$ cat config.mk
export PLATFORM = sky130hd
export DESIGN_NAME = i2c_mem_target
export DESIGN_NICKNAME = d
export VERILOG_FILES = /design/src/rtl/i2cm_pkg.sv /design/src/rtl/i2cm_bus_sync.sv /design/src/rtl/i2cm_page_buf.sv /design/src/rtl/i2c_mem_target.sv
export SDC_FILE = /design/constraint.sdc
export NUM_CORES = 1
export LEC_CHECK = 0
export BUFFER_PORTS_ARGS = -buffer_cell sky130_fd_sc_hd__buf_2
export CAP_MARGIN = 15
export CORE_UTILIZATION = 35
export DETAILED_ROUTE_END_ITERATION = 12
export GPL_TIMING_DRIVEN = 0
export PLACE_DENSITY_LB_ADDON = 0.12
export SLEW_MARGIN = 20
export SYNTH_ARGS = -nofsm -noshare
export SYNTH_HDL_FRONTEND = slang
export SYNTH_SLANG_ARGS = --single-unit
$ cat constraint.sdc
create_clock -name clk -period 3.3 [get_ports clk]
set_clock_uncertainty 0.2 [all_clocks]
set_input_delay 0.99 -clock clk [delete_from_list [all_inputs] [get_ports clk]]
set_output_delay 0.99 -clock clk [all_outputs]
set_load 0.05 [all_outputs]
$ cat src/rtl/i2cm_pkg.sv
package i2cm_pkg;
  typedef enum logic [2:0] {PH_IDLE, PH_DEV, PH_AH, PH_AL, PH_WR, PH_RD} phase_e;
  typedef enum logic [1:0] {CM_IDLE, CM_WALK, CM_DRAIN, CM_REQ} commit_e;
  localparam logic [3:0] DEV_TYPE = 4'b1010;
endpackage

$ cat src/rtl/i2cm_bus_sync.sv
module i2cm_bus_sync #(
  parameter int SYNC = 2
) (
  input  logic clk,
  input  logic rst,
  input  logic scl,
  input  logic sda,
  output logic sda_q,
  output logic scl_rise,
  output logic scl_fall,
  output logic start_det,
  output logic stop_det
);
  logic [SYNC:0] scl_sr, sda_sr;
  logic scl_cur, scl_prv, sda_cur, sda_prv;

  always_ff @(posedge clk) begin
    if (rst) begin
      scl_sr <= '1;
      sda_sr <= '1;
    end else begin
      scl_sr <= {scl_sr[SYNC-1:0], scl};
      sda_sr <= {sda_sr[SYNC-1:0], sda};
    end
  end

  assign scl_cur   = scl_sr[SYNC-1];
  assign scl_prv   = scl_sr[SYNC];
  assign sda_cur   = sda_sr[SYNC-1];
  assign sda_prv   = sda_sr[SYNC];
  assign sda_q     = sda_cur;
  assign scl_rise  = scl_cur & ~scl_prv;
  assign scl_fall  = ~scl_cur & scl_prv;
  assign start_det = scl_cur & scl_prv & sda_prv & ~sda_cur;
  assign stop_det  = scl_cur & scl_prv & ~sda_prv & sda_cur;
endmodule

$ cat src/rtl/i2cm_page_buf.sv
module i2cm_page_buf
  import i2cm_pkg::*;
#(
  parameter int AW = 15,
  parameter int PW = 6
) (
  input  logic          clk,
  input  logic          rst,
  input  logic          we,
  input  logic [PW-1:0] widx,
  input  logic [7:0]    wdata,
  input  logic [AW-PW-1:0] wpage,
  input  logic          go,
  input  logic          done,
  output logic          busy,
  output logic          wr_en,
  output logic [AW-1:0] wr_addr,
  output logic [7:0]    wr_data,
  output logic          req
);
  localparam int DEPTH = 1 << PW;
  localparam int GW    = AW - PW;

  logic [7:0]       mem [DEPTH];
  logic [DEPTH-1:0] valid;
  logic [GW-1:0]    page_q;
  logic [PW-1:0]    idx, iss_idx;
  logic             iss_v;
  logic [7:0]       rd_q;
  commit_e          st;

  // simple dual-port storage: one write port, one registered read port
  always_ff @(posedge clk) begin
    if (we) mem[widx] <= wdata;
    rd_q <= mem[idx];
  end

  always_ff @(posedge clk) begin
    if (rst) begin
      st      <= CM_IDLE;
      valid   <= '0;
      page_q  <= '0;
      idx     <= '0;
      iss_v   <= 1'b0;
      iss_idx <= '0;
    end else begin
      iss_v   <= (st == CM_WALK) && valid[idx];
      iss_idx <= idx;
      if (we) begin
        valid[widx] <= 1'b1;
        page_q      <= wpage;
      end
      case (st)
        CM_IDLE:  if (go) begin st <= CM_WALK; idx <= '0; end
        CM_WALK: begin
          idx <= idx + 1'b1;
          if (&idx) st <= CM_DRAIN;
        end
        CM_DRAIN: st <= CM_REQ;
        CM_REQ: if (done) begin st <= CM_IDLE; valid <= '0; end
        default:  st <= CM_IDLE;
      endcase
    end
  end

  assign wr_en   = iss_v;
  assign wr_addr = {page_q, iss_idx};
  assign wr_data = rd_q;
  assign req     = (st == CM_REQ);
  assign busy    = (st != CM_IDLE);
endmodule

$ cat src/rtl/i2c_mem_target.sv
module i2c_mem_target
  import i2cm_pkg::*;
#(
  parameter int AW   = 15,
  parameter int PW   = 6,
  parameter int SYNC = 2
) (
  input  logic          clk,
  input  logic          rst,
  input  logic          scl,
  input  logic          sda,
  input  logic [2:0]    strap,
  input  logic          wp,
  input  logic [7:0]    rd_data,
  input  logic          commit_done,
  output logic          sda_oe,
  output logic [AW-1:0] rd_addr,
  output logic          wr_en,
  output logic [AW-1:0] wr_addr,
  output logic [7:0]    wr_data,
  output logic          commit_req
);
  logic sda_q, scl_rise, scl_fall, start_det, stop_det;
  logic busy, buf_we, commit_go, byte_fall, sel_match;

  phase_e        phase, nxt;
  logic [3:0]    bitcnt;
  logic [7:0]    shreg, txreg;
  logic [AW-1:0] addr;
  logic          oe_q, got_data;

  i2cm_bus_sync #(.SYNC(SYNC)) u_sync (
    .clk(clk), .rst(rst), .scl(scl), .sda(sda),
    .sda_q(sda_q), .scl_rise(scl_rise), .scl_fall(scl_fall),
    .start_det(start_det), .stop_det(stop_det)
  );

  assign byte_fall = scl_fall && (bitcnt == 4'd8);
  assign sel_match = (shreg[7:4] == DEV_TYPE) && (shreg[3:1] == strap) && !busy;
  assign buf_we    = byte_fall && (phase == PH_WR) && !wp;
  assign commit_go = stop_det && got_data;

  i2cm_page_buf #(.AW(AW), .PW(PW)) u_buf (
    .clk(clk), .rst(rst),
    .we(buf_we), .widx(addr[PW-1:0]), .wdata(shreg), .wpage(addr[AW-1:PW]),
    .go(commit_go), .done(commit_done), .busy(busy),
    .wr_en(wr_en), .wr_addr(wr_addr), .wr_data(wr_data), .req(commit_req)
  );

  always_ff @(posedge clk) begin
    if (rst) begin
      phase    <= PH_IDLE;
      nxt      <= PH_IDLE;
      bitcnt   <= '0;
      shreg    <= '0;
      txreg    <= '0;
      addr     <= '0;
      oe_q     <= 1'b0;
      got_data <= 1'b0;
    end else if (start_det) begin
      phase  <= PH_DEV;
      nxt    <= PH_IDLE;
      bitcnt <= '0;
      oe_q   <= 1'b0;
    end else if (stop_det) begin
      phase    <= PH_IDLE;
      oe_q     <= 1'b0;
      got_data <= 1'b0;
    end else if (scl_rise) begin
      if (bitcnt != 4'd8) begin
        shreg  <= {shreg[6:0], sda_q};
        bitcnt <= bitcnt + 4'd1;
      end else begin
        bitcnt <= '0;
        if (phase == PH_RD) begin
          addr  <= addr + 1'b1;
          phase <= sda_q ? PH_IDLE : PH_RD;
        end else if (phase != PH_IDLE) begin
          phase <= nxt;
        end
      end
    end else if (scl_fall) begin
      case (phase)
        PH_IDLE: oe_q <= 1'b0;
        PH_RD: begin
          if (bitcnt == 4'd0) begin
            txreg <= rd_data;
            oe_q  <= ~rd_data[7];
          end else if (bitcnt != 4'd8) begin
            oe_q <= ~txreg[~bitcnt[2:0]];
          end else begin
            oe_q <= 1'b0;
          end
        end
        default: begin
          if (bitcnt != 4'd8) begin
            oe_q <= 1'b0;
          end else begin
            case (phase)
              PH_DEV: begin
                oe_q <= sel_match;
                nxt  <= !sel_match ? PH_IDLE : (shreg[0] ? PH_RD : PH_AH);
              end
              PH_AH: begin
                oe_q          <= 1'b1;
                addr[AW-1:8]  <= shreg[AW-9:0];
                nxt           <= PH_AL;
              end
              PH_AL: begin
                oe_q       <= 1'b1;
                addr[7:0]  <= shreg;
                nxt        <= PH_WR;
              end
              default: begin
                if (wp) begin
                  oe_q <= 1'b0;
                  nxt  <= PH_IDLE;
                end else begin
                  oe_q           <= 1'b1;
                  addr[PW-1:0]   <= addr[PW-1:0] + 1'b1;
                  got_data       <= 1'b1;
                  nxt            <= PH_WR;
                end
              end
            endcase
          end
        end
      endcase
    end
  end

  assign sda_oe  = oe_q;
  assign rd_addr = addr;
endmodule

After elaboration in Yosys (flattened, before gate mapping)

Memory sizes are Yosys's and may differ from the RTL's. A register that Yosys moved wholly into a read port is not among the register bits.
Index checks and enable logic that the tools add are counted.

Memories: 1
Input port bits: 17
RAM bits: 512
Register bits after elaboration: 137
Bits in read-only memories: 0
Latch bits: 0

Mux-type cells: 52
Bitwise logic cells: 20
Eq/ne operators: 25
Shift-type cells: 0
Divide/modulo/power cells: 0
$add $sub $neg: 4
$lt $le $gt $ge: 4
Multipliers: 0
Reduce and logical (&&, ||, !) cells: 43

Memory list:

| name      | depth | width | rd ports | clocked after Yosys merged registers in | wr ports | RTL line            | source |
|---|---|---|---|---|---|---|---|
| u_buf.mem | 64    | 8     | 1        | 1                                       | 1        | i2cm_page_buf.sv:24 | `logic [7:0] mem [DEPTH];` |

Operator list:

| cell                    | number |
|---|---|
| $mux W64                | 3 |
| $mux W15                | 6 |
| $or A64 B64 Y64         | 1 |
| $pmux W6 S2             | 2 |
| $reduce_and A7 Y1       | 3 |
| $mux W1                 | 20 |
| $mux W3                 | 6 |
| $add A15 B1 Y15 const B | 1 |
| $lt A6 B7 Y1 const B    | 2 |
| $ne A2 B1 Y1 const B    | 7 |
| $reduce_bool A2 Y1      | 7 |
| $add A6 B1 Y6 const B   | 2 |
| $mux W6                 | 2 |
| $reduce_and A6 Y1       | 2 |
| $not A1 Y1              | 11 |
| $pmux W3 S3             | 1 |
| $reduce_and A3 Y1       | 3 |
| $eq A4 B4 Y1 const B    | 2 |
| $logic_and A1 B1 Y1     | 8 |
| $mux W2                 | 4 |
| $ne A2 B2 Y1 const B    | 4 |
| $pmux W2 S4             | 1 |
| $reduce_and A8 Y1       | 1 |
| $reduce_or A2 Y1        | 4 |
| other kinds (30)        | 45 |

Logic depth before layout (Yosys ltp)

Gate-level depths: netlist of run 1.

Depth in word-level cells: 8
Gate-level depth with buffers: 10
Gate-level depth less buffers: 8

By module

From an unflattened synthesis of run 1, not the netlist that was laid out.

Cells, all modules: 1,576
Area, all modules: 26,228.9 um^2

By module, submodules not included:

| module         | times used | area an instance (um^2) | seq. area each (um^2) | cells an instance |
|---|---|---|---|---|
| i2cm_page_buf  | 1          | 23,550.1                | 17,296.6              | 1,245 |
| i2c_mem_target | 1          | 2,488.6                 | 860.8                 | 315 |
| i2cm_bus_sync  | 1          | 190.2                   | 120.1                 | 16 |

Worst setup path before layout of run 1

No wires, ideal clock.

Path kind: input port to flip-flop
Start point: input wp
End point: memory u_buf.mem[53][0] (enable)
Data required time: 2.726 ns
Library setup time: 0.374 ns
Arrival: 2.227 ns
Path slack: 0.500 ns
Stages: 4
Cells stage by stage: nor4_4 > buf_4 > nand4b_2 > nor2_1

Cells in the longest elaborated chain, start to end: 4

Ends and longest elaborated chain:

| element                       | RTL line             | source |
|---|---|---|
| from (decl)                   | i2c_mem_target.sv:13 | `input logic wp,` |
| $logic_not A1 Y1              | i2c_mem_target.sv:40 | `assign buf_we = byte_fall && (phase == PH_WR) && !wp;` |
| $logic_and A1 B1 Y1           | i2c_mem_target.sv:40 |  |
| $mux W1                       | i2cm_page_buf.sv:34  | `if (we) mem[widx] <= wdata;` |
| $mux W1 (implied by the code) | i2cm_page_buf.sv:34  |  |
| to (decl)                     | i2cm_page_buf.sv:24  |  |

No other way between the ends.

Worst setup path in the final report of run 1

Start point: register bitcnt[0]
End point: memory u_buf.mem[9][6] (enable)

Cells in the longest elaborated chain, start to end: 6

Ends and longest elaborated chain:

| element                          | RTL line             | source |
|---|---|---|
| from (decl)                      | i2c_mem_target.sv:27 | `logic [3:0] bitcnt;` |
| from (signal assigned)           | i2c_mem_target.sv:72 | `bitcnt <= bitcnt + 4'd1;` |
| $eq A4 B4 Y1                     | i2c_mem_target.sv:38 | `assign byte_fall = scl_fall && (bitcnt == 4'd8);` |
| $logic_and A1 B1 Y1              | i2c_mem_target.sv:38 |  |
| $logic_and A1 B1 Y1 (2 in a row) | i2c_mem_target.sv:40 |  |
| $mux W1                          | i2cm_page_buf.sv:34  |  |
| $mux W1 (implied by the code)    | i2cm_page_buf.sv:34  |  |

No other way between the ends.

==> impl.org, run 1 <==
** Status
- The flow ran to the end, but the final reports show violations.
- The checks that failed: negative setup slack.

** Worst setup path
- CP max stage delay :: 0.76 ns
- The critical path starts at bitcnt[0].
- In this run the critical register-to-register path is launched from bitcnt[0].
- Setup slack of the most critical reg-to-reg path :: -0.12 ns
- The worst setup path is captured at a flop.
- Data on the critical path arrives at its endpoint at 3.46 ns.
- Among cell families on the critical path, the largest total delay comes from simple AND/OR/NAND/NOR gates.
- The critical path is of the reg -> reg type.
- Together, buffers and inverters on the worst path number 1.
- On the critical path, the stage with the largest delay is an instance of nor2_2.
- Nature of the critical path startpoint :: flop
- Required time of the critical path :: 3.34 ns
- Walking the worst path, the cells encountered are inv_1 > ha_1 > nand3b_4 > nor4_4 > and2b_1 > nand2_1 > nor2_2.
- Crit Path Max Fanout :: 9

** Timing
- Total negative slack :: -4.343 ns
- Pin slew with the least headroom to its limit :: 1.323 ns
- Relative slew margins :: 11.77%
- Setup repair after global routing could not meet its margin everywhere.
- Setup violations remaining at the end of the flow were counted as 72.
- Static timing analysis puts the maximum clock frequency at 292.7 MHz.
- Final min period :: 3.416 ns
- On the final layout, the worst hold slack is 0.2128 ns.
- The final-report max-slew violation count came to 0.
- Final period utilization :: 103.5%
- Count of endpoints failing hold in the final timing report :: 0
- Post-route worst setup slack :: -0.1164 ns

** Logic synthesis
- Averaged over all synthesized cells, the footprint is 17.05 µm².
- Fraction of registers with async set or reset after synthesis :: 0%
- Yosys warns :: 0
- In the synthesized netlist the dominant register cell turns out to be edfxtp_1.
- Share of the yosys chip area belonging to registers :: 69.76%
- Post-synth design cell area :: 26200 µm²
- Synthesis produced a netlist whose cell count is 1537.
- After synthesis the netlist holds a flip-flop and latch count of 657.
- Counting distinct cell types in the post-synthesis netlist gives 69.
- Net Count, Synth :: 1567
- Post-synth EDFFs :: 512

** Detailed routing
- Dividing the detail-routed wire length by the instance count gives 28.63 µm.
- Number of DRC markers after the initial detailed-route iteration :: 1512
- After detailed routing, the number of remaining DRC violations is 0.
- Final WL :: 77590 µm
- Once detail routing completed, the nets flagged for antenna violations numbered 0.
- Max layer used :: met5
- For this block, the via count after detailed routing is 14.93k.
- In the final routing, the length of wire on met1 measures 34920 µm.
- Wire segments on met3 add up to 4296 µm in the final route.
- Drt via density :: 5.510
- Drt first pass iters :: 5
- DR WL met2 :: 35910 µm

** CTS
- In this run the number of H-tree levels came out at 3.
- Clock root buffer :: clkbuf_16
- Number of buffers created by CTS :: 74
- TritonCTS clock tree :: yes
- CTS clk-pin slew, worst paths :: 0.06 ns
- Clk Latency, worst-skew pair :: 0.62 ns
- Clock Path Buffers :: 3
- CTS saw 657 sinks.

** Final layout
- In the final design database the tool counted 1718 nets.
- Leaving out fill and tap cells, the most frequent cells in the layout are edfxtp_1, mux4_2, dfxtp_1, nor2_1, mux2i_1.
- The post-route netlist has 26.74% of its cells at a drive strength greater than 1.
- The finished layout holds 2710 standard cells, fillers aside.
- Relative to the synthesized area, the layout overhead comes to 17.20%.
- Area taken by multi-input logic gates :: 7666 µm²
- Across the whole layout, storage elements account for 18310 µm².
- The library cell used most frequently in the layout, excluding fill and tap cells, is edfxtp_1.
- Once layout is done, the placed cells without fillers occupy 30710 µm².
- FILL cells :: 6558

** Place
- Instance count after placement with tap cells included :: 2559
- Buffers placed on the I/O ports in this run total 57.
- Detailed placement ended at an HPWL of 51050 µm.
- The congestion estimate from routability-driven global placement came to 0.8973.
- Once placement finished, the instance area stood at 27870 µm².

** Floorplan
- Core Area :: 73450 µm²
- The floorplan has 99 rows.
- Width of the die :: 275.6 µm
- 58 I/O pins were placed.
- Die H :: 275.6 µm
- The initial utilization of the core area, before any placement, comes to 35.67%.
- Die ar. :: 75960 µm²

** Global route
- Largest net degree at the start of global routing :: 70
- The initial antenna violation count was 2.
- Overall Global Routing Usage :: 20.85%
- Overflow after GRT :: 0
- Number of global-route vias before repair :: 14.88k
- First-pass GRT wire length :: 110600 µm

** Power
- Worst IR drop on VDD :: 0.0003122 V
- For this design the static power due to leakage is 0.009827 µW.
- Power spread over the standard cell area amounts to 553.3 nW/µm².

** Hold path
- The path class of the tightest hold or removal check is reg -> reg.
- Hold_sp :: u_sync.sda_sr[0]

** Run
- Max-capacitance violation count :: 0
cell type report:
class | instances | share of cell area (%)
Buffer | 85 | 1.675
Inverter | 16 | 0.1956
Tap cell | 959 | 3.908
Clock inverter | 37 | 0.9820
Timing Repair Buffer | 77 | 2.013
Clock buffer | 101 | 6.630
Antenna cell | 1 | 0.008150
Multi-Input combinational cell | 777 | 24.97
Sequential cell | 657 | 59.62
worst reg2reg max path, cell delays in order (launching register included):
cell	delay (ns)
dfxtp_1	0.40
inv_1	0.10
ha_1	0.27
nand3b_4	0.16
nor4_4	0.44
and2b_1	0.24
nand2_1	0.46
nor2_2	0.77
path summary, 6_finish.rpt:
| check | cells past startpoint | end |
|---|---|---|
| hold / removal | 1 | u_sync.sda_sr[1] |
| setup reg to reg | 7 | u_buf.mem[9][6] |
| setup / recovery | 7 | u_buf.mem[9][6] |
| hold reg to reg | 1 | u_sync.sda_sr[1] |
Yosys cell counts, types with 4 or more instances:
library cell	number	area [µm²]
nor2_1	142	533.0
or2_2	8	50.05
o22ai_1	25	156.4
nand3b_1	9	67.56
nand3_1	22	110.1
nor3_1	11	55.05
or3_1	4	25.02
nor2b_1	24	150.1
buf_6	5	56.30
nor3b_1	7	52.55
o21ai_0	21	105.1
a21oi_1	40	200.2
inv_1	15	56.30
buf_2	24	120.1
ha_1	13	162.7
dfxtp_1	145	2903
a31oi_1	8	50.05
mux4_2	143	3221
nand2_1	42	157.7
edfxtp_1	512	15370
mux2i_1	82	820.8
buf_4	13	97.59
a21o_1	7	52.55
a22oi_1	15	112.6
a211oi_1	17	127.6
clkbuf_1	39	146.4
a2bb2oi_1	4	35.03
buf_8	4	60.06
and3_1	5	31.28
o21ai_1	8	40.04
o21a_1	65	488.0
nand2b_1	7	43.79
metal layers:
metal | vias up | track usage, %
li1 | 6401 | -
met1 | 7899 | 29.44
met2 | 497 | 32.57
met3 | 133 | 3.332
met4 | 2 | 7.444
met5 | - | 0
logic make-up (layout without fill, tap and decap cells):
family / Yosys count / in the layout / share of synthesized area [%]
AND/OR/NAND/NOR: 304 / 304 / 5.692
multiplexers: 229 / 229 / 15.77
adder cells (fa/ha/maj): 13 / 13 / 0.6208
AO/OA/AOI/OAI: 227 / 227 / 5.869
buffers and inverters: 103 / 316 / 2.154
flip-flops: 657 / 657 / 69.76
XOR/XNOR: 4 / 4 / 0.1337
other: 0 / 1 / 0
sequential cells by signal (all words and copies together), names as in the netlist:
name and flops:
u_buf.mem 512, u_buf.iss_idx 6, bitcnt 4, u_buf.idx 6
u_sync.sda_sr 3, phase 3, nxt 3, got_data 1
u_buf.wr_data 8, u_buf.st 2, u_buf.wr_en 1, u_sync.scl_sr 3
rd_addr 15, txreg 8, shreg 8, u_buf.valid 64
u_buf.page_q 9, sda_oe 1
report_power, final:
part | switching, µW | internal (µW)
clock network | 3350 | 4590
logic | 151 | 70.6
registers | 18.4 | 8810
repair_timing:
action,in CTS,in global routing
setup buffers,7,7
setup endpoints to repair,313,384
endpoints found under the hold margin,0,0
hold buffers,0,0
gates resized for setup,44,47
pin swaps,5,5
per-stage QoR:
step	util (%)	setup WS [ns]	total power (µW)
final	41.80	-0.1164	16990
after global routing	41.80	-0.2546	17500
after CTS	41.46	-0.1831	17180
after detailed placement	37.94	-0.6212	9225
after global placement	37.69	-0.7916	9230
after floorplan	-	0.4995	9138
(Power assumes the default switching activity.)
==> run 2, diff against run 1 <==
--- a/config.mk
+++ b/config.mk
@@ -7,6 +7,7 @@
 export LEC_CHECK = 0
 export BUFFER_PORTS_ARGS = -buffer_cell sky130_fd_sc_hd__buf_2
 export CAP_MARGIN = 15
+export CORE_MARGIN = 2
 export CORE_UTILIZATION = 35
 export DETAILED_ROUTE_END_ITERATION = 12
 export GPL_TIMING_DRIVEN = 0
@@ -15,3 +16,4 @@
 export SYNTH_ARGS = -nofsm -noshare
 export SYNTH_HDL_FRONTEND = slang
 export SYNTH_SLANG_ARGS = --single-unit
+export TNS_END_PERCENT = 5
==> run 2 against run 1 <==
Effect of this change:
- the run still ends with negative setup slack left
- clock power fell by 2%
- sequential share of layout area rose by 0.68 points
- worst setup slack improved by 0.086 ns
- combinational power barely moved
- non-clock buffer count fell by 13
- sequential power barely moved
- wire length rose by 0.74%
- utilization fell by 0.95 points
- via count fell by 0.89%
- critical path type unchanged
- largest cell class unchanged
- largest power group unchanged
- highest routed layer is now met4
==> impl.org, run 2 (synthesis gave the netlist of run 1 again) <==
** Status
- Outcome: complete, but fails checks (unchanged).
- Violations in the final reports :: negative setup slack (unchanged)

** Timing
- The final-report hold violation count was 0 (unchanged).
- Unrepaired setup endpoints after global routing :: true (unchanged)
- Max-slew violations :: 0 (unchanged)
- The timing-limited maximum frequency came to 300.3 MHz (was 292.7 MHz).
- The relative slew slack is 21.96% (was 11.77%).
- The time the final worst path needs with I/O delays and setup came to 3.330 ns (was 3.416 ns).
- Final period utilization :: 100.9% (was 103.5%)
- The final total negative setup slack was -0.2285 ns (was -4.343 ns).
- The final number of setup-violating endpoints is 15 (was 72).
- The actual transition at the worst max-transition pin came to 1.171 ns (was 1.323 ns).
- Post-route worst setup slack :: -0.03005 ns (was -0.1164 ns)

** Worst setup path
- List of cells traversed by the critical path: inv_1 > ha_1 > nand3b_4 > nor4_4 > nand4_1 > nor2_2 (was inv_1 > ha_1 > nand3b_4 > nor4_4 > and2b_1 > nand2_1 > nor2_2).
- Critical path endpoint category :: flop (unchanged)
- Required time of the critical path :: 3.34 ns (about the same)
- Crit Path Max Fanout :: 9 (unchanged)
- The highest cell delay on the worst timing path was 0.80 ns (was 0.76 ns).
- The largest delay contributor family on the critical path is simple AND/OR/NAND/NOR gates (unchanged).
- The type of origin of the critical path was a flop (unchanged).
- The signal arrival time at the worst endpoint was 3.37 ns (was 3.46 ns).
- Critical Path Slowest Stage Cell :: nor2_2 (unchanged)
- CP Buf/Inv Count :: 1 (unchanged)
- The type of the setup path with the least slack is reg -> reg (unchanged).

** Power
- The reported leakage power is 0.009688 µW (was 0.009827 µW).
- The ratio of total power to cell area was 554.5 nW/µm² (was 553.3 nW/µm²).
- The worst IR drop on VDD is 0.0003079 V (was 0.0003122 V).

** CTS
- The TritonCTS clock tree was yes (unchanged).
- Buffer count from post-CTS setup fixing :: 0 (was 7)
- H-tree depth :: 3 (unchanged)
- Clk Latency, worst-skew pair :: 0.62 ns (about the same)
- The buffer type at the clock tree root is clkbuf_16 (unchanged).
- The number of sinks on the clock net is 657 (unchanged).
- The clock buffer count from CTS is 73 (was 74).
- The post-cts hold buffer count came to 0 (unchanged).
- Clock Path Buffers :: 3 (unchanged)
- CTS clk-pin slew, worst paths :: 0.06 ns (about the same)

** Detailed routing
- Count of unresolved DRC violations after routing :: 0 (unchanged)
- Remaining antenna violation count :: 0 (unchanged)
- The initial detailed-routing violation count was 1306 (was 1512).
- Post-DR wirelength/cell :: 28.96 µm (was 28.63 µm)
- Final WL :: 78160 µm (was 77590 µm)
- The length of the first detailed-routing pass in iterations came to 7 (was 5).
- The number of vias per cell after detailed routing was 5.483 (was 5.510).
- Total number of vias :: 14.80k (was 14.93k)

** Place
- Final Wtd Congestion :: 0.9101 (was 0.8973)
- The cell total after placement came to 2568 (was 2559).
- Number of port buffers :: 57 (unchanged)
- Detailed-placement wirelength estimate :: 51140 µm (was 51050 µm)

** Global route
- The global-route wire length before repair is 110900 µm (was 110600 µm).
- Overflow after GRT :: 0 (unchanged)
- Number of global-route vias before repair :: 14.89k (was 14.88k)
- Overall Global Routing Usage :: 20.37% (was 20.85%)
- Antenna violations before repair :: 1 (was 2)
- The largest net degree at the start of global routing came to 70 (unchanged).

** Final layout
- The flip-flop count of the largest register, all copies and words added was 512 (unchanged).
- Layout overhead on the synthesized area :: 15.88% (was 17.20%)
- The largest register by flop count was u_buf.mem (unchanged).
- The number of filler instances in the final layout was 6828 (was 6558).
- The final non-filler cell total came to 2699 (was 2710).
- The layout cell share with drive strength beyond 1 came to 25.78% (was 26.74%).
- The share of the core filled with cells came to 40.85% (was 41.80%).
- Most common cell after layout, fill and taps aside :: edfxtp_1 (unchanged)
- Most frequent cells in the layout :: edfxtp_1, mux4_2, dfxtp_1, nor2_1, mux2i_1 (unchanged)
- Area taken by multi-input logic gates :: 7597 µm² (was 7666 µm²)
- Number of nets in the final layout :: 1704 (was 1718)
- Sequential cell area :: 18310 µm² (unchanged)
- Number of antenna cells inserted :: 0 (was 1)

** Floorplan
- The starting density of the core was 35.25% (was 35.67%).
- Width of the die :: 277.6 µm (was 275.6 µm)
- Std-Cell Rows :: 100 (was 99)
- Die H :: 277.6 µm (was 275.6 µm)
- Die ar. :: 77060 µm² (was 75960 µm²)
- The I/O pin total was 58 (unchanged).
- The core outline area came to 74320 µm² (was 73450 µm²).

** Run
- The max-cap violation count was 0 (unchanged).

** Hold path
- Tightest Hold Check Type :: reg -> reg (unchanged)
run 2: changes by cell type in the layout (fill, tap and decap cells not counted), moves of 2 or more:
cell        delta
nor2_4        -18
nor2_2        +17
buf_12        -10
buf_4          -7
clkinv_2       -6
clkbuf_1       +5
mux2i_1        -3
mux2i_2        +3
clkbuf_4       +2
clkinvlp_4     -2
run 2: final timing paths:
check / start / end / slack [ns] / depth (start not counted)
setup / recovery: bitcnt[0] / u_buf.mem[60][2] / -0.03 / 6
hold / removal: u_sync.sda_sr[0] / u_sync.sda_sr[1] / 0.21 / 1
setup reg to reg: bitcnt[0] / u_buf.mem[60][2] / -0.03 / 6
hold reg to reg: u_sync.sda_sr[0] / u_sync.sda_sr[1] / 0.21 / 1
run 2: timing repair:
action	in CTS	in global routing
pin swaps	0	2
endpoints found under the setup margin	319	519
gates resized for setup	28	43
run 2: cell type report:
cell class | instances | area share, %
sequential | 657 | 60.30
multi-input combinational | 777 | 25.02
clock buffer | 103 | 6.692
tap | 969 | 3.993
buffer | 87 | 1.723
timing repair buffer | 62 | 1.319
clock inverter | 28 | 0.7541
inverter | 16 | 0.1978
run 2: per-layer routing:
layer	GRT usage [%]	wire length [µm]	vias up
met5	0	0	-
met3	3.057	4941	128
met1	28.82	34710	7784
met4	7.110	2565	0
li1	-	-	6369
met2	32.14	35940	518
run 2: report_power, final:
| part | total [µW] | switching (µW) | internal, µW | leakage [µW] |
|---|---|---|---|---|
| Sequential | 8830 | 18.2 | 8810 | 0.00592 |
| Clock | 7780 | 3320 | 4460 | 0.00110 |
| Combinational | 224 | 153 | 71.6 | 0.00267 |
| Total | 16800 | 3490 | 13300 | 0.00969 |
run 2: through the flow:
step	instance area, µm²	total power (µW)	hold WS, ns	setup slack, ns
finish	30360	16840	0.2090	-0.03005
global route	30360	17320	0.2232	-0.1998
CTS	30200	17010	0.2103	-0.2169
detailed placement	27870	9227	0.1950	-0.5979
global placement	27700	9232	0.1990	-0.8377
floorplan	26200	9138	0.1895	0.4995
run 2: worst reg2reg max path, stage by stage (launching register included):
cell	delay, ns
dfxtp_1	0.40
inv_1	0.09
ha_1	0.26
nand3b_4	0.16
nor4_4	0.42
nand4_1	0.61
nor2_2	0.81
==> run 3, diff against run 2 <==
--- a/config.mk
+++ b/config.mk
@@ -7,8 +7,7 @@
 export LEC_CHECK = 0
 export BUFFER_PORTS_ARGS = -buffer_cell sky130_fd_sc_hd__buf_2
 export CAP_MARGIN = 15
-export CORE_MARGIN = 2
-export CORE_UTILIZATION = 35
+export CORE_UTILIZATION = 40
 export DETAILED_ROUTE_END_ITERATION = 12
 export GPL_TIMING_DRIVEN = 0
 export PLACE_DENSITY_LB_ADDON = 0.12
==> run 3 against run 2 <==
Effect of this change:
- the flow still finishes with violations (negative setup slack)
- global-route usage increased by 2.7 points
- utilization up 6.0 points
- first-iteration DRC count increased by 19%
- critical endpoint is now u_buf.mem[62][0]
- largest power group unchanged
==> impl.org, run 3 (synthesis gave the netlist of run 1 again) <==
** Run
- Max-capacitance violation count :: 0 (unchanged)

** Worst setup path
- List of cells traversed by the critical path: inv_1 > ha_1 > nand3b_4 > nor4_4 > nand4_1 > nor2_2 (unchanged).
- The type of the setup path with the least slack is reg -> reg (unchanged).
- The largest delay contributor family on the critical path is simple AND/OR/NAND/NOR gates (unchanged).
- Crit Path Max Fanout :: 9 (unchanged)
- The signal arrival time at the worst endpoint came to 3.42 ns (was 3.37 ns).
- CP Buf/Inv Count :: 1 (unchanged)
- Setup slack of the most critical reg-to-reg path :: -0.07 ns (was -0.03 ns)
- Critical Path Slowest Stage Cell :: nor2_2 (unchanged)
- Launch instance of the worst register-to-register path :: bitcnt[0] (unchanged)
- The highest cell delay on the worst timing path is 0.76 ns (was 0.80 ns).
- The endpoint class of the critical path was a flop (unchanged).
- Required time of the critical path :: 3.35 ns (was 3.34 ns)
- The number of cells on the worst reg-to-reg path is 6 (unchanged).
- The end of the worst register-to-register path was u_buf.mem[62][0] (was u_buf.mem[60][2]).
- Nature of the critical path startpoint :: flop (unchanged)

** Timing
- Max-slew violations :: 0 (unchanged)
- Setup violations, final :: 130 (was 15)
- The worst setup margin came to -0.07406 ns (was -0.03005 ns).
- Final min period :: 3.374 ns (was 3.330 ns)
- Unrepaired setup endpoints after global routing :: true (unchanged)
- The final total negative setup slack is -4.474 ns (was -0.2285 ns).
- Worst hold slack :: 0.2232 ns (was 0.2090 ns)
- The relative slew slack is 18.71% (was 21.96%).
- Count of endpoints failing hold in the final timing report :: 0 (unchanged)
- Final period utilization :: 102.2% (was 100.9%)
- Pin slew with the least headroom to its limit :: 1.219 ns (was 1.171 ns)
- Peak clock frequency supported by timing :: 296.4 MHz (was 300.3 MHz)

** Floorplan
- The core outline area was 64580 µm² (was 74320 µm²).
- Die H :: 257.9 µm (was 277.6 µm)
- Number of top-level pins :: 58 (unchanged)
- The width of the chip came to 257.9 µm (was 277.6 µm).
- The area of the die was 66530 µm² (was 77060 µm²).
- Initial standard-cell utilization of the core :: 40.57% (was 35.25%)
- The row count is 93 (was 100).

** Status
- Violations in the final reports: negative setup slack (unchanged).
- Outcome :: complete, but fails checks (unchanged)

** CTS
- The clock insertion delay at the later pin of the skew report was 0.63 ns (was 0.62 ns).
- The H-tree depth came to 3 (unchanged).
- Clock Path Buffers :: 3 (unchanged)
- TritonCTS clock tree :: yes (unchanged)
- CTS clk-pin slew, worst paths :: 0.06 ns (about the same)
- The number of sinks on the clock net came to 657 (unchanged).
- The buffer type at the clock tree root is clkbuf_16 (unchanged).
- The clock buffer count from CTS was 72 (was 73).
- Hold buffer count at CTS :: 0 (unchanged)

** Detailed routing
- Final WL :: 75820 µm (was 78160 µm)
- The mean routed wirelength per cell came to 29.24 µm (was 28.96 µm).
- Remaining antenna violation count :: 0 (unchanged)
- Drt first pass iters :: 8 (was 7)
- Drt via density :: 5.753 (was 5.483)
- Number of DRC markers after the initial detailed-route iteration :: 1559 (was 1306)
- The via count was 14.92k (was 14.80k).
- Count of unresolved DRC violations after routing :: 0 (unchanged)

** Final layout
- Most frequent cells in the layout :: edfxtp_1, mux4_2, dfxtp_1, nor2_1, mux2i_1 (unchanged)
- Flip-flop count of the largest register, all copies and words added :: 512 (unchanged)
- The relative area change from synthesis to final layout came to 15.49% (was 15.88%).
- Share of cells above drive strength 1 :: 24.91% (was 25.78%)
- The number of filler instances in the final layout is 5580 (was 6828).
- Top register by number of flip-flops :: u_buf.mem (unchanged)
- The number of antenna diodes was 0 (unchanged).
- Number of nets in the final layout :: 1709 (was 1704)
- The most frequent standard cell in the layout excluding fill and tap cells is edfxtp_1 (unchanged).
- The final non-filler cell total is 2593 (was 2699).

** Global route
- Number of global-route vias before repair :: 14.69k (was 14.89k)
- The global-route wire length before repair was 108200 µm (was 110900 µm).
- The initial antenna violation count came to 1 (unchanged).
- Overflow after GRT :: 0 (unchanged)
- The largest net degree at the start of global routing is 70 (unchanged).
- Overall Global Routing Usage :: 23.10% (was 20.37%)

** Place
- Final Wtd Congestion :: 0.9253 (was 0.9101)
- Number of port buffers :: 57 (unchanged)
- The worst slack at placement is -0.5707 ns (was -0.5979 ns).
- The cell total after placement was 2454 (was 2568).
- The HPWL after detailed placement came to 48930 µm (was 51140 µm).

** Power
- Total power draw :: 16850 µW (was 16840 µW)
- Static leakage :: 0.009733 µW (was 0.009688 µW)
- The worst IR drop on VDD came to 0.0003017 V (was 0.0003079 V).
- Total power density per cell area :: 556.9 nW/µm² (was 554.5 nW/µm²)

** Hold path
- The startpoint of the lowest-slack hold path is u_sync.sda_sr[0] (unchanged).
- Depth of the worst hold-timing path :: 1 (unchanged)
- The type of the most critical hold path was reg -> reg (unchanged).
- The terminating pin of the worst hold path was u_sync.sda_sr[1] (unchanged).
run 3: cell count changes in the layout (fill, tap and decap cells not counted), moves of 3 or more:
cell,change
nor2_1,+17
inv_6,+3
nor2_4,+7
clkinv_8,-4
buf_12,+4
clkbuf_1,-5
clkinv_1,+4
mux2i_2,-3
mux2i_1,+3
nor2_2,-24
run 3: worst register-to-register path, stage by stage, from the launching register on:
cell      delay (ns)
dfxtp_1         0.40
inv_1           0.10
ha_1            0.27
nand3b_4        0.16
nor4_4          0.46
nand4_1         0.64
nor2_2          0.77
run 3: area by class of cell:
| class | count | area (µm²) | area share, % |
|---|---|---|---|
| timing repair buffer | 68 | 479.2 | 1.584 |
| clock inverter | 35 | 280.3 | 0.9262 |
| multi-input combinational | 777 | 7566 | 25.00 |
| clock buffer | 98 | 1981 | 6.546 |
| tap | 855 | 1070 | 3.535 |
| buffer | 87 | 515.5 | 1.704 |
| sequential | 657 | 18310 | 60.50 |
| inverter | 16 | 60.06 | 0.1985 |
run 3: worst max path at each step:
stage | start | end | slack, ns | cells after the start
floorplan | wp | u_buf.mem[53][0] | 0.50 | 4
global placement | shreg[2] | nxt[2] | -0.86 | 6
detailed placement | wp | u_buf.mem[51][6] | -0.57 | 5
CTS | bitcnt[0] | u_buf.mem[38][6] | -0.32 | 7
global route | bitcnt[0] | u_buf.mem[26][5] | -0.24 | 6
finish | bitcnt[0] | u_buf.mem[62][0] | -0.07 | 6
run 3: through the flow:
step	instance area, µm²	utilization [%]
5_1_grt	30260	46.85
3_3_place_gp	27560	42.67
6_report	30260	46.85
4_1_cts	30090	46.60
2_1_floorplan	26200	-
3_5_place_dp	27710	42.90
run 3: what timing repair did:
item / CTS / global route
setup buffers: 4 / 2
hold endpoints to repair: 0 / 0
endpoints found under the setup margin: 358 / 542
cloned: 0 / 0
pin swaps: 4 / 2
gates resized for setup: 26 / 33
run 3: where the power goes:
| group | total (µW) | switching, µW | internal, µW | leakage, µW |
|---|---|---|---|---|
| Combinational | 228 | 156 | 71.3 | 0.00270 |
| Clock | 7800 | 3330 | 4470 | 0.00111 |
| Sequential | 8830 | 18.1 | 8810 | 0.00592 |
| Total | 16900 | 3500 | 13400 | 0.00973 |
run 3: per-layer routing:
metal	part of all wire (%)	routed length, µm	GRT usage (%)	vias to the layer above
met1	44	33690	33.48	7872
met3	6.5	4944	4.015	96
met5	0	0	0	-
met4	2.2	1702	6.262	0
li1	-	-	-	6383
met2	47	35480	36.00	567
